[src/rtl/coal_pkg.sv]
package coal_pkg;
  parameter int unsigned COAL_CNT_W  = 15;
  parameter int unsigned COAL_TMR_W  = 13;
  parameter int unsigned COAL_ALO_W  = 32;
  parameter int unsigned COAL_AHI_W  = 16;
  parameter int unsigned COAL_DATA_W = 32;
endpackage

[src/rtl/coal_event_counter.sv]
module coal_event_counter #(
  parameter int unsigned CNT_W = 15
) (
  input  logic             clk,
  input  logic             rst_n,
  input  logic             inc,
  input  logic             clr,
  output logic [CNT_W-1:0] cnt
);
  localparam logic [CNT_W-1:0] CNT_MAX = {CNT_W{1'b1}};

  logic [CNT_W-1:0] cnt_q, cnt_d, base;

  always_comb begin
    base  = clr ? '0 : cnt_q;
    cnt_d = base;
    if (inc && (base != CNT_MAX)) cnt_d = base + 1'b1;
  end

  always_ff @(posedge clk or negedge rst_n) begin
    if (!rst_n) cnt_q <= '0;
    else        cnt_q <= cnt_d;
  end

  assign cnt = cnt_q;
endmodule

[src/rtl/coal_timeout_timer.sv]
module coal_timeout_timer #(
  parameter int unsigned TMR_W = 13
) (
  input  logic             clk,
  input  logic             rst_n,
  input  logic             en,
  input  logic             active,
  input  logic             clr,
  input  logic [TMR_W-1:0] limit,
  output logic             expired
);
  logic [TMR_W-1:0] tmr_q, tmr_d;
  logic             at_limit;

  assign at_limit = (tmr_q == limit);

  always_comb begin
    tmr_d = tmr_q;
    if (clr || !en || !active) tmr_d = '0;
    else if (!at_limit)        tmr_d = tmr_q + 1'b1;
  end

  always_ff @(posedge clk or negedge rst_n) begin
    if (!rst_n) tmr_q <= '0;
    else        tmr_q <= tmr_d;
  end

  assign expired = en && active && at_limit;
endmodule

[src/rtl/coal_msg_issuer.sv]
module coal_msg_issuer #(
  parameter int unsigned ADDR_W = 48,
  parameter int unsigned DATA_W = 32
) (
  input  logic              clk,
  input  logic              rst_n,
  input  logic              fire,
  input  logic              ack,
  input  logic [ADDR_W-1:0] addr_in,
  input  logic [DATA_W-1:0] data_in,
  output logic              issue,
  output logic              req,
  output logic [ADDR_W-1:0] addr,
  output logic [DATA_W-1:0] data
);
  logic              req_q, req_d;
  logic [ADDR_W-1:0] addr_q;
  logic [DATA_W-1:0] data_q;

  assign issue = fire && !req_q;

  always_comb begin
    req_d = req_q;
    if (issue)             req_d = 1'b1;
    else if (req_q && ack) req_d = 1'b0;
  end

  always_ff @(posedge clk or negedge rst_n) begin
    if (!rst_n) req_q <= 1'b0;
    else        req_q <= req_d;
  end

  always_ff @(posedge clk or negedge rst_n) begin
    if (!rst_n) begin
      addr_q <= '0;
      data_q <= '0;
    end else if (issue) begin
      addr_q <= addr_in;
      data_q <= data_in;
    end
  end

  assign req  = req_q;
  assign addr = addr_q;
  assign data = data_q;
endmodule

[src/rtl/cmpl_irq_coalescer.sv]
module cmpl_irq_coalescer
  import coal_pkg::*;
#(
  parameter int unsigned CNT_W  = COAL_CNT_W,
  parameter int unsigned TMR_W  = COAL_TMR_W,
  parameter int unsigned ALO_W  = COAL_ALO_W,
  parameter int unsigned AHI_W  = COAL_AHI_W,
  parameter int unsigned DATA_W = COAL_DATA_W
) (
  input  logic                   clk,
  input  logic                   rst_n,
  input  logic                   done_vld,
  input  logic                   done_notify,
  input  logic [CNT_W-1:0]       cfg_count_limit,
  input  logic                   cfg_timer_en,
  input  logic [TMR_W-1:0]       cfg_timeout,
  input  logic [ALO_W-1:0]       cfg_addr_lo,
  input  logic [AHI_W-1:0]       cfg_addr_hi,
  input  logic [DATA_W-1:0]      cfg_msg_data,
  input  logic                   msg_ack,
  output logic                   msg_req,
  output logic [ALO_W+AHI_W-1:0] msg_addr,
  output logic [DATA_W-1:0]      msg_data
);
  localparam int unsigned ADDR_W = ALO_W + AHI_W;

  logic [CNT_W-1:0] pend_cnt;
  logic             counted, pending, count_hit, tmr_expired, fire, issue;

  assign counted = done_vld && done_notify;

  coal_event_counter #(.CNT_W(CNT_W)) u_cnt (
    .clk(clk), .rst_n(rst_n), .inc(counted), .clr(issue), .cnt(pend_cnt)
  );

  assign pending   = (pend_cnt != '0);
  assign count_hit = pending && (pend_cnt >= cfg_count_limit);

  coal_timeout_timer #(.TMR_W(TMR_W)) u_tmr (
    .clk(clk), .rst_n(rst_n), .en(cfg_timer_en), .active(pending),
    .clr(issue), .limit(cfg_timeout), .expired(tmr_expired)
  );

  assign fire = count_hit || tmr_expired;

  coal_msg_issuer #(.ADDR_W(ADDR_W), .DATA_W(DATA_W)) u_iss (
    .clk(clk), .rst_n(rst_n), .fire(fire), .ack(msg_ack),
    .addr_in({cfg_addr_hi, cfg_addr_lo}), .data_in(cfg_msg_data),
    .issue(issue), .req(msg_req), .addr(msg_addr), .data(msg_data)
  );
endmodule

[config.mk]
export PLATFORM = sky130hd
export DESIGN_NAME = cmpl_irq_coalescer
export DESIGN_NICKNAME = d
export VERILOG_FILES = /design/src/rtl/coal_pkg.sv /design/src/rtl/coal_event_counter.sv /design/src/rtl/coal_timeout_timer.sv /design/src/rtl/coal_msg_issuer.sv /design/src/rtl/cmpl_irq_coalescer.sv
export SDC_FILE = /design/constraint.sdc
export NUM_CORES = 1
export LEC_CHECK = 0
export ABC_AREA = 1
export BUFFER_PORTS_ARGS = -buffer_cell sky130_fd_sc_hd__buf_2
export CAP_MARGIN = 40
export CELL_PAD_IN_SITES_DETAIL_PLACEMENT = 1
export CELL_PAD_IN_SITES_GLOBAL_PLACEMENT = 2
export CORE_ASPECT_RATIO = 0.8
export CORE_MARGIN = 2
export CORE_UTILIZATION = 27
export DETAILED_ROUTE_END_ITERATION = 8
export GPL_ROUTABILITY_DRIVEN = 1
export PLACE_DENSITY_LB_ADDON = 0.1
export SLEW_MARGIN = 15
export SYNTH_ARGS = -nofsm -noshare
export SYNTH_HDL_FRONTEND = slang
export SYNTH_SLANG_ARGS = --single-unit
[constraint.sdc]
create_clock -name clk -period 3.18 [get_ports clk]
set_input_delay 0.636 -clock clk [delete_from_list [all_inputs] [get_ports clk]]
set_output_delay 0.636 -clock clk [all_outputs]
set_load 0.01 [all_outputs]
### After elaboration in Yosys (flattened, before gate mapping)

Index checks and enable logic that the tools add are counted.

| storage, ports and cells | value |
|---|---|
| register bits after elaboration | 109 |
| bits in latches | 0 |
| bits in writable memories | 0 |
| ROM bits | 0 |
| output and inout bits | 81 |
| word-level logic and storage cells | 32 |
| memories kept | 0 |

| cells by class | value |
|---|---|
| add/sub/neg operators | 2 |
| multipliers | 0 |
| div/mod/pow operators | 0 |
| $lt $le $gt $ge | 1 |
| eq/ne operators | 3 |
| shift-type cells | 0 |
| multiplexer cells | 6 |
| bitwise operators | 0 |
| reduce and logical (&&, ||, !) cells | 15 |

Operator list:

| kind | number |
|---|---|
| $mux 15 | 2 |
| $mux 13 | 2 |
| $add 15x1->15 const B | 1 |
| $ge 15x15->1 | 1 |
| $ne 15x15->1 const B | 1 |
| $reduce_bool 15->1 | 1 |
| $add 13x1->13 const B | 1 |
| $eq 13x13->1 | 1 |
| $logic_and 1x1->1 | 7 |
| $logic_not 1->1 | 3 |
| $logic_or 1x1->1 | 3 |
| $mux 1 | 2 |
| $ne 2x2->1 const B | 1 |
| $reduce_bool 2->1 | 1 |

### Longest topological paths before layout

| depth | value |
|---|---|
| depth after elaboration | 9 |
| mapped depth | 25 |
| depth with buffers taken out | 22 |

### Modules after synthesis

From an unflattened synthesis, not the netlist that was laid out.

| second synthesis, totals | value |
|---|---|
| cells, all modules | 823 |
| area, all modules | 6,219.7 sq um |

By module, submodules not included:

| module | times used | cells an instance | area an instance (sq um) | seq. area each (sq um) |
|---|---|---|---|---|
| coal_msg_issuer | 1 | 350 | 3,258.1 | 2,026.9 |
| coal_timeout_timer | 1 | 217 | 1,316.3 | 325.3 |
| coal_event_counter | 1 | 169 | 1,126.1 | 375.4 |
| cmpl_irq_coalescer | 1 | 87 | 519.2 | 0.0 |

### Worst setup path after synthesis

Ideal clock, no wire load.

| timing | value |
|---|---|
| path kind | input to register |
| start point | input cfg_count_limit[14] |
| end point | register u_cnt.cnt_q[11] (netlist: u_cnt.cnt[11]) |
| setup time | 116 ps |
| arrival | 3,096 ps |
| required time | 3,064 ps |
| setup slack | -32 ps |
| stages on the path | 23 |
| buffers on the path | 3 |
| path through | inv_1 > ha_1 > nand2_1 > inv_1 > a21oi_1 > nand3_1 > nor2_1 > nand2_1 > nand2_2 > buf_6 > inv_2 > buf_2 > nor2_1 > ha_1 > nand2_1 > nand3b_2 > nor2_2 > nand2_1 > nor2_2 > nor2_2 > buf_6 > nand2_1 > nand2_1 |

| on the way | value |
|---|---|
| cells in the longest elaborated chain, start to end | 8 |
| elaborated cells between the ends (all ways) | 9 |
| those cells by class | add/sub: 1; order compare: 1; eq/ne: 1; mux: 2; reduce/logical: 4 |

Ends and longest elaborated chain:

| what | line | text |
|---|---|---|
| start, declared | cmpl_irq_coalescer.sv:14 | `input logic [CNT_W-1:0] cfg_count_limit,` |
| $ge 15x15->1 (*) | cmpl_irq_coalescer.sv:37 | `assign count_hit = pending && (pend_cnt >= cfg_count_limit);` |
| $logic_and 1x1->1 (*) | cmpl_irq_coalescer.sv:37 |  |
| $logic_or 1x1->1 (*) | cmpl_irq_coalescer.sv:44 | `assign fire = count_hit \|\| tmr_expired;` |
| $logic_and 1x1->1 (*) | coal_msg_issuer.sv:20 | `assign issue = fire && !req_q;` |
| $mux 15 (*) | coal_event_counter.sv:15 | `base = clr ? '0 : cnt_q;` |
| branches (longest 2 deep; another with $add 15x1->15) | n/a |  |
| $mux 15 (*) | coal_event_counter.sv:17 | `if (inc && (base != CNT_MAX)) cnt_d = base + 1'b1;` |
| net u_cnt.cnt_d[11] | coal_event_counter.sv:12 | `logic [CNT_W-1:0] cnt_q, cnt_d, base;` |
| end signal, assigned | coal_event_counter.sv:22 | `else cnt_q <= cnt_d;` |
| end, declared | coal_event_counter.sv:12 |  |

Mark *: on every way through the listed nets, which the timed path passes.
A chain may end at the register's enable or synchronous reset.

### Worst setup path in the final report

| timing | value |
|---|---|
| start point | register u_cnt.cnt_q[10] (netlist: u_cnt.cnt[10]) |
| end point | register u_cnt.cnt_q[3] (netlist: u_cnt.cnt[3]) |

| on the way | value |
|---|---|
| cells in the longest elaborated chain, start to end | 9 |
| elaborated cells between the ends (all ways) | 12 |
| those cells by class | add/sub: 1; order compare: 1; eq/ne: 1; mux: 2; reduce/logical: 7 |

Ends and longest elaborated chain:

| what | line |
|---|---|
| branches (longest 5 deep; another with $ge 15x15->1) | n/a |
| $mux 15 (*) | coal_event_counter.sv:15 |
| branches (longest 2 deep; another with $add 15x1->15) | n/a |
| $mux 15 (*) | coal_event_counter.sv:17 |
| net u_cnt.cnt_d[3] | coal_event_counter.sv:12 |

Marks and branches as above.

==> flow_results.org <==
** Route
- Final routed DRC violation total :: 0
- DRT iter0 DRCs :: 225
- The first detailed-routing pass ran for 5 iterations.
- Detailed-route vias per instance :: 4.350
- Wires add up to about 18 mm.
- After detailed routing, the average wire length per cell comes to 14.98 µm.
- Antenna-violating nets left :: 0
- The routed layout has 5303 vias.

** Finish
- At the end of the flow the core is filled with cells to between 30% and 40%.
- After routing the design area is 7311 µm².
- 0 antenna diodes ended up in the layout.
- In the final layout, the share of cells above drive strength 1 is 28.27%.
- Compared with the post-synthesis result, the final layout area differs by 31.78%.
- After the last flow step, the layout net total stands at 1081.

** Logic synthesis
- Xor-xnor portion of the synthesized cell area :: 1.894%
- Counting every net in the synthesized netlist gives slightly below 900.
- Yosys top cell area share :: 49.17%
- After technology mapping, the gate count stands at 737.
- By area, the combinational part of the netlist is dominated by simple AND/OR/NAND/NOR gates.
- Post-synthesis area per instance :: 7.528 µm²
- Cell variety after synth :: 26
- Multiplexer fraction of the synthesized cell area :: 0%
- Summing the areas of all fa, ha and maj instances in the mapped netlist gives 3.834% of the synthesized area.
- The synthesized netlist devotes between 30% and 40% of its cell area to simple gates.
- Number of enable-type register cells in the synthesized netlist :: 0
- Synth warnings :: 0
- The synthesized netlist devotes a little over 2% of its cell area to compound gates.
- Post-synthesis register bit count :: 109
- In the synthesized netlist the async set-or-reset flop fraction comes to 100.0%.
- Cell accounting for the most synthesized area :: dfrtp_1
- Main synth FF type :: dfrtp_1
- In the post-synthesis netlist, the biggest area contributors are dfrtp_1, nand2_1, inv_1, ha_1, nor2_1.
- Post-Syn Area :: 5548 µm²
- Summing the sequential cell areas from Yosys gives between 40% and 50% of the chip area.

** GRT
- Global-route total usage across every layer :: 17.16%
- First-pass GRT wire length :: 29.37 mm
- Initial antenna violation count :: 2
- The number of global-route vias before repair came to ~5700.
- Global routing finished with a remaining overflow of 0.
- Pin count of the biggest net entering global routing :: 53

** Min path
- The path class of the tightest hold or removal check is in -> async.

** Power and ir drop
- Dividing total power by cell area gives a power density of 743.5 nW/µm².
- In this run the static leakage power is 4.236 nW.
- The worst-case IR drop observed on VDD is around 0.00027 V.

** Floorplanning
- The floorplan step set the die height to between 100 and 150 µm.
- Number of cell rows :: 46
- Die area :: 21720 µm²
- Measured along the x axis, the die boundary spans 164.3 µm.
- Total core area :: 19970 µm²
- For this design the top-level I/O count stands at 195.
- For this configuration, the core starts out at a cell density of 27.78%.

** Outcome
- The flow ran to the end, and the final reports show no timing, DRC or antenna violations.

** Placement
- The congestion estimate from routability-driven global placement came to 0.7906.
- Count of buffers from port buffering :: 194
- Sum of net half-perimeters after detailed placement :: 13.98 mm
- Summing all placed instances gives a cell area of 6977 µm².

** Worst setup path
- STA puts the critical path data arrival time at around 3100 ps.
- Of all nets on the critical path, the largest fanout is 11.
- Worst reg2reg startpoint :: u_cnt.cnt[10]
- Crit path from :: u_cnt.cnt[10]
- Worst reg2reg setup slack :: roughly 320 ps
- Data on the critical path is required at its endpoint by 3420 ps.
- Crit Path Category :: reg -> reg
- STA classifies the critical path startpoint as a flip-flop.
- Worst setup EP type :: flip-flop
- The critical path ends at u_cnt.cnt[3].
- In this run the critical register-to-register path is captured at u_cnt.cnt[3].
- Worst Reg-to-Reg Cells :: 21

** Clock network
- Post_cts resized :: 0
- Clock network latency to the later pin of the worst-skew pair :: 360 ps
- The number of setup buffers added after CTS is 0.
- The root buffer cell chosen for the clock tree is clkbuf_16.
- Clock tree from TritonCTS :: yes
- The clock net in this run drives a total of 109 sinks.
- Number of buffers on the longest clock path :: 2
- Total of hold buffers inserted after clock tree synthesis :: 0
- Level count of the clock H-tree :: 3
- Clk slew on worst S/H paths :: 80 ps
- TritonCTS created 9 clock buffers.

** Timing
- On the final layout, the worst hold slack is 190.3 ps.
- Aggregate negative setup slack :: 0 ps
- For the pin with the worst max-slew slack, the measured transition is 551.0 ps.
- The worst path needs 2865 ps of the cycle, external delays included.
- Setup repair after global routing left no endpoint under its margin.
- In this run the tightest slew margin relative to its limit is between 60 and 70%.
- Worst clock skew on the final layout :: slightly below 10 ps
- Max-slew violation count :: 0
- Share of the clock period used by the worst path after layout :: 90.08%
- Final-report setup violation count :: 0
- The final number of hold-violating endpoints came to 0.
- Maximum clock rate :: 0.3491 GHz

** Job
- Number of violations of the max-capacitance limit :: 0
where the power goes:
part | internal (mW) | switching (mW)
clock | 0.562 | 0.612
sequential | 1.90 | 0.305
combinational | 0.823 | 1.23
total | 3.29 | 2.15
cell usage after synthesis, types with 5 or more instances:
cell / n
xor2_1: 7
nand2_1: 377
ha_1: 17
xnor2_1: 5
o21ai_0: 9
a21oi_1: 11
dfrtp_1: 109
nor2_1: 39
inv_1: 72
nand3_1: 28
nor2_2: 9
nand4_1: 7
buf_2: 18
nand2_2: 5
layout make-up:
type                    instances  area (µm²)
well taps                     264       330.3
inverters                      76       285.3
flip-flops and latches        109        2731
clock buffers                   9       225.2
repair buffers                224        1231
clock inverters                 7       80.08
multi-input cells             530        2427
fillers                      2497       12660
per-stage QoR:
| step | worst slack, ps | cells | total power [mW] |
|---|---|---|---|
| 2_1_floorplan | 9.339 | 737 | 3.338 |
| 3_3_place_gp | -56.92 | 1203 | 4.241 |
| 3_5_place_dp | -121.6 | 1203 | 4.324 |
| 4_1_cts | 122.2 | 1219 | 5.531 |
| 5_1_grt | 43.86 | 1219 | 5.879 |
| 6_report | 315.5 | 1219 | 5.436 |
flip-flops by register name, indices dropped and copies added, names as in the netlist:
name and flops:
u_tmr.tmr_q 13, u_iss.data 32, u_cnt.cnt 15, u_iss.req 1, u_iss.addr 48
logic make-up after synthesis:
group                      count (synthesis)
xor gates and xnor gates                  12
and+or+nand+nor                          479
AOI/OAI and AO/OA                         22
adders and majority gates                 17
buffers and inverters                     98
DFF                                      109
layer usage:
layer	vias to the layer above	GRT usage, %	part of all wire [%]
li1	2662	-	-
met1	2492	21.26	43
met2	124	29.96	50
met3	21	4.026	5.4
met4	4	4.191	1.4
met5	-	0	0.15
critical path, cell delays in order, from the launching register on:
cell,delay (ps)
dfrtp_2,460
ha_1,310
nand2_1,80
inv_1,60
nand2_1,60
nand2_1,50
nand2_1,60
nand3_1,80
nor2_1,120
nand2_1,90
nand2_4,70
inv_2,60
nor2_2,110
ha_2,190
nand2_1,70
nand3b_2,240
nor2_4,140
nand2_1,120
nor2_4,140
nor2_4,90
nand2_1,80
nand2_1,60
worst min path at each step:
stage | end | depth (start not counted)
floorplan | u_cnt.cnt[0] | 0
CTS | u_tmr.tmr_q[12] | 1
finish | u_tmr.tmr_q[12] | 1
detailed placement | u_iss.data[1] | 2
global placement | u_iss.addr[5] | 2
global route | u_iss.data[23] | 1
cell usage in the layout (no fill, tap or decap), types with 8 or more instances in the layout:
cell and instances:
nor2_1 37, a21oi_1 11, inv_1 72, buf_2 193, nand3_1 28, o21ai_0 9
ha_1 16, buf_4 27, dfrtp_1 106, nand2_1 377, nor2_2 8, clkbuf_16 9
Note: power is estimated with default switching activity, not from simulation.
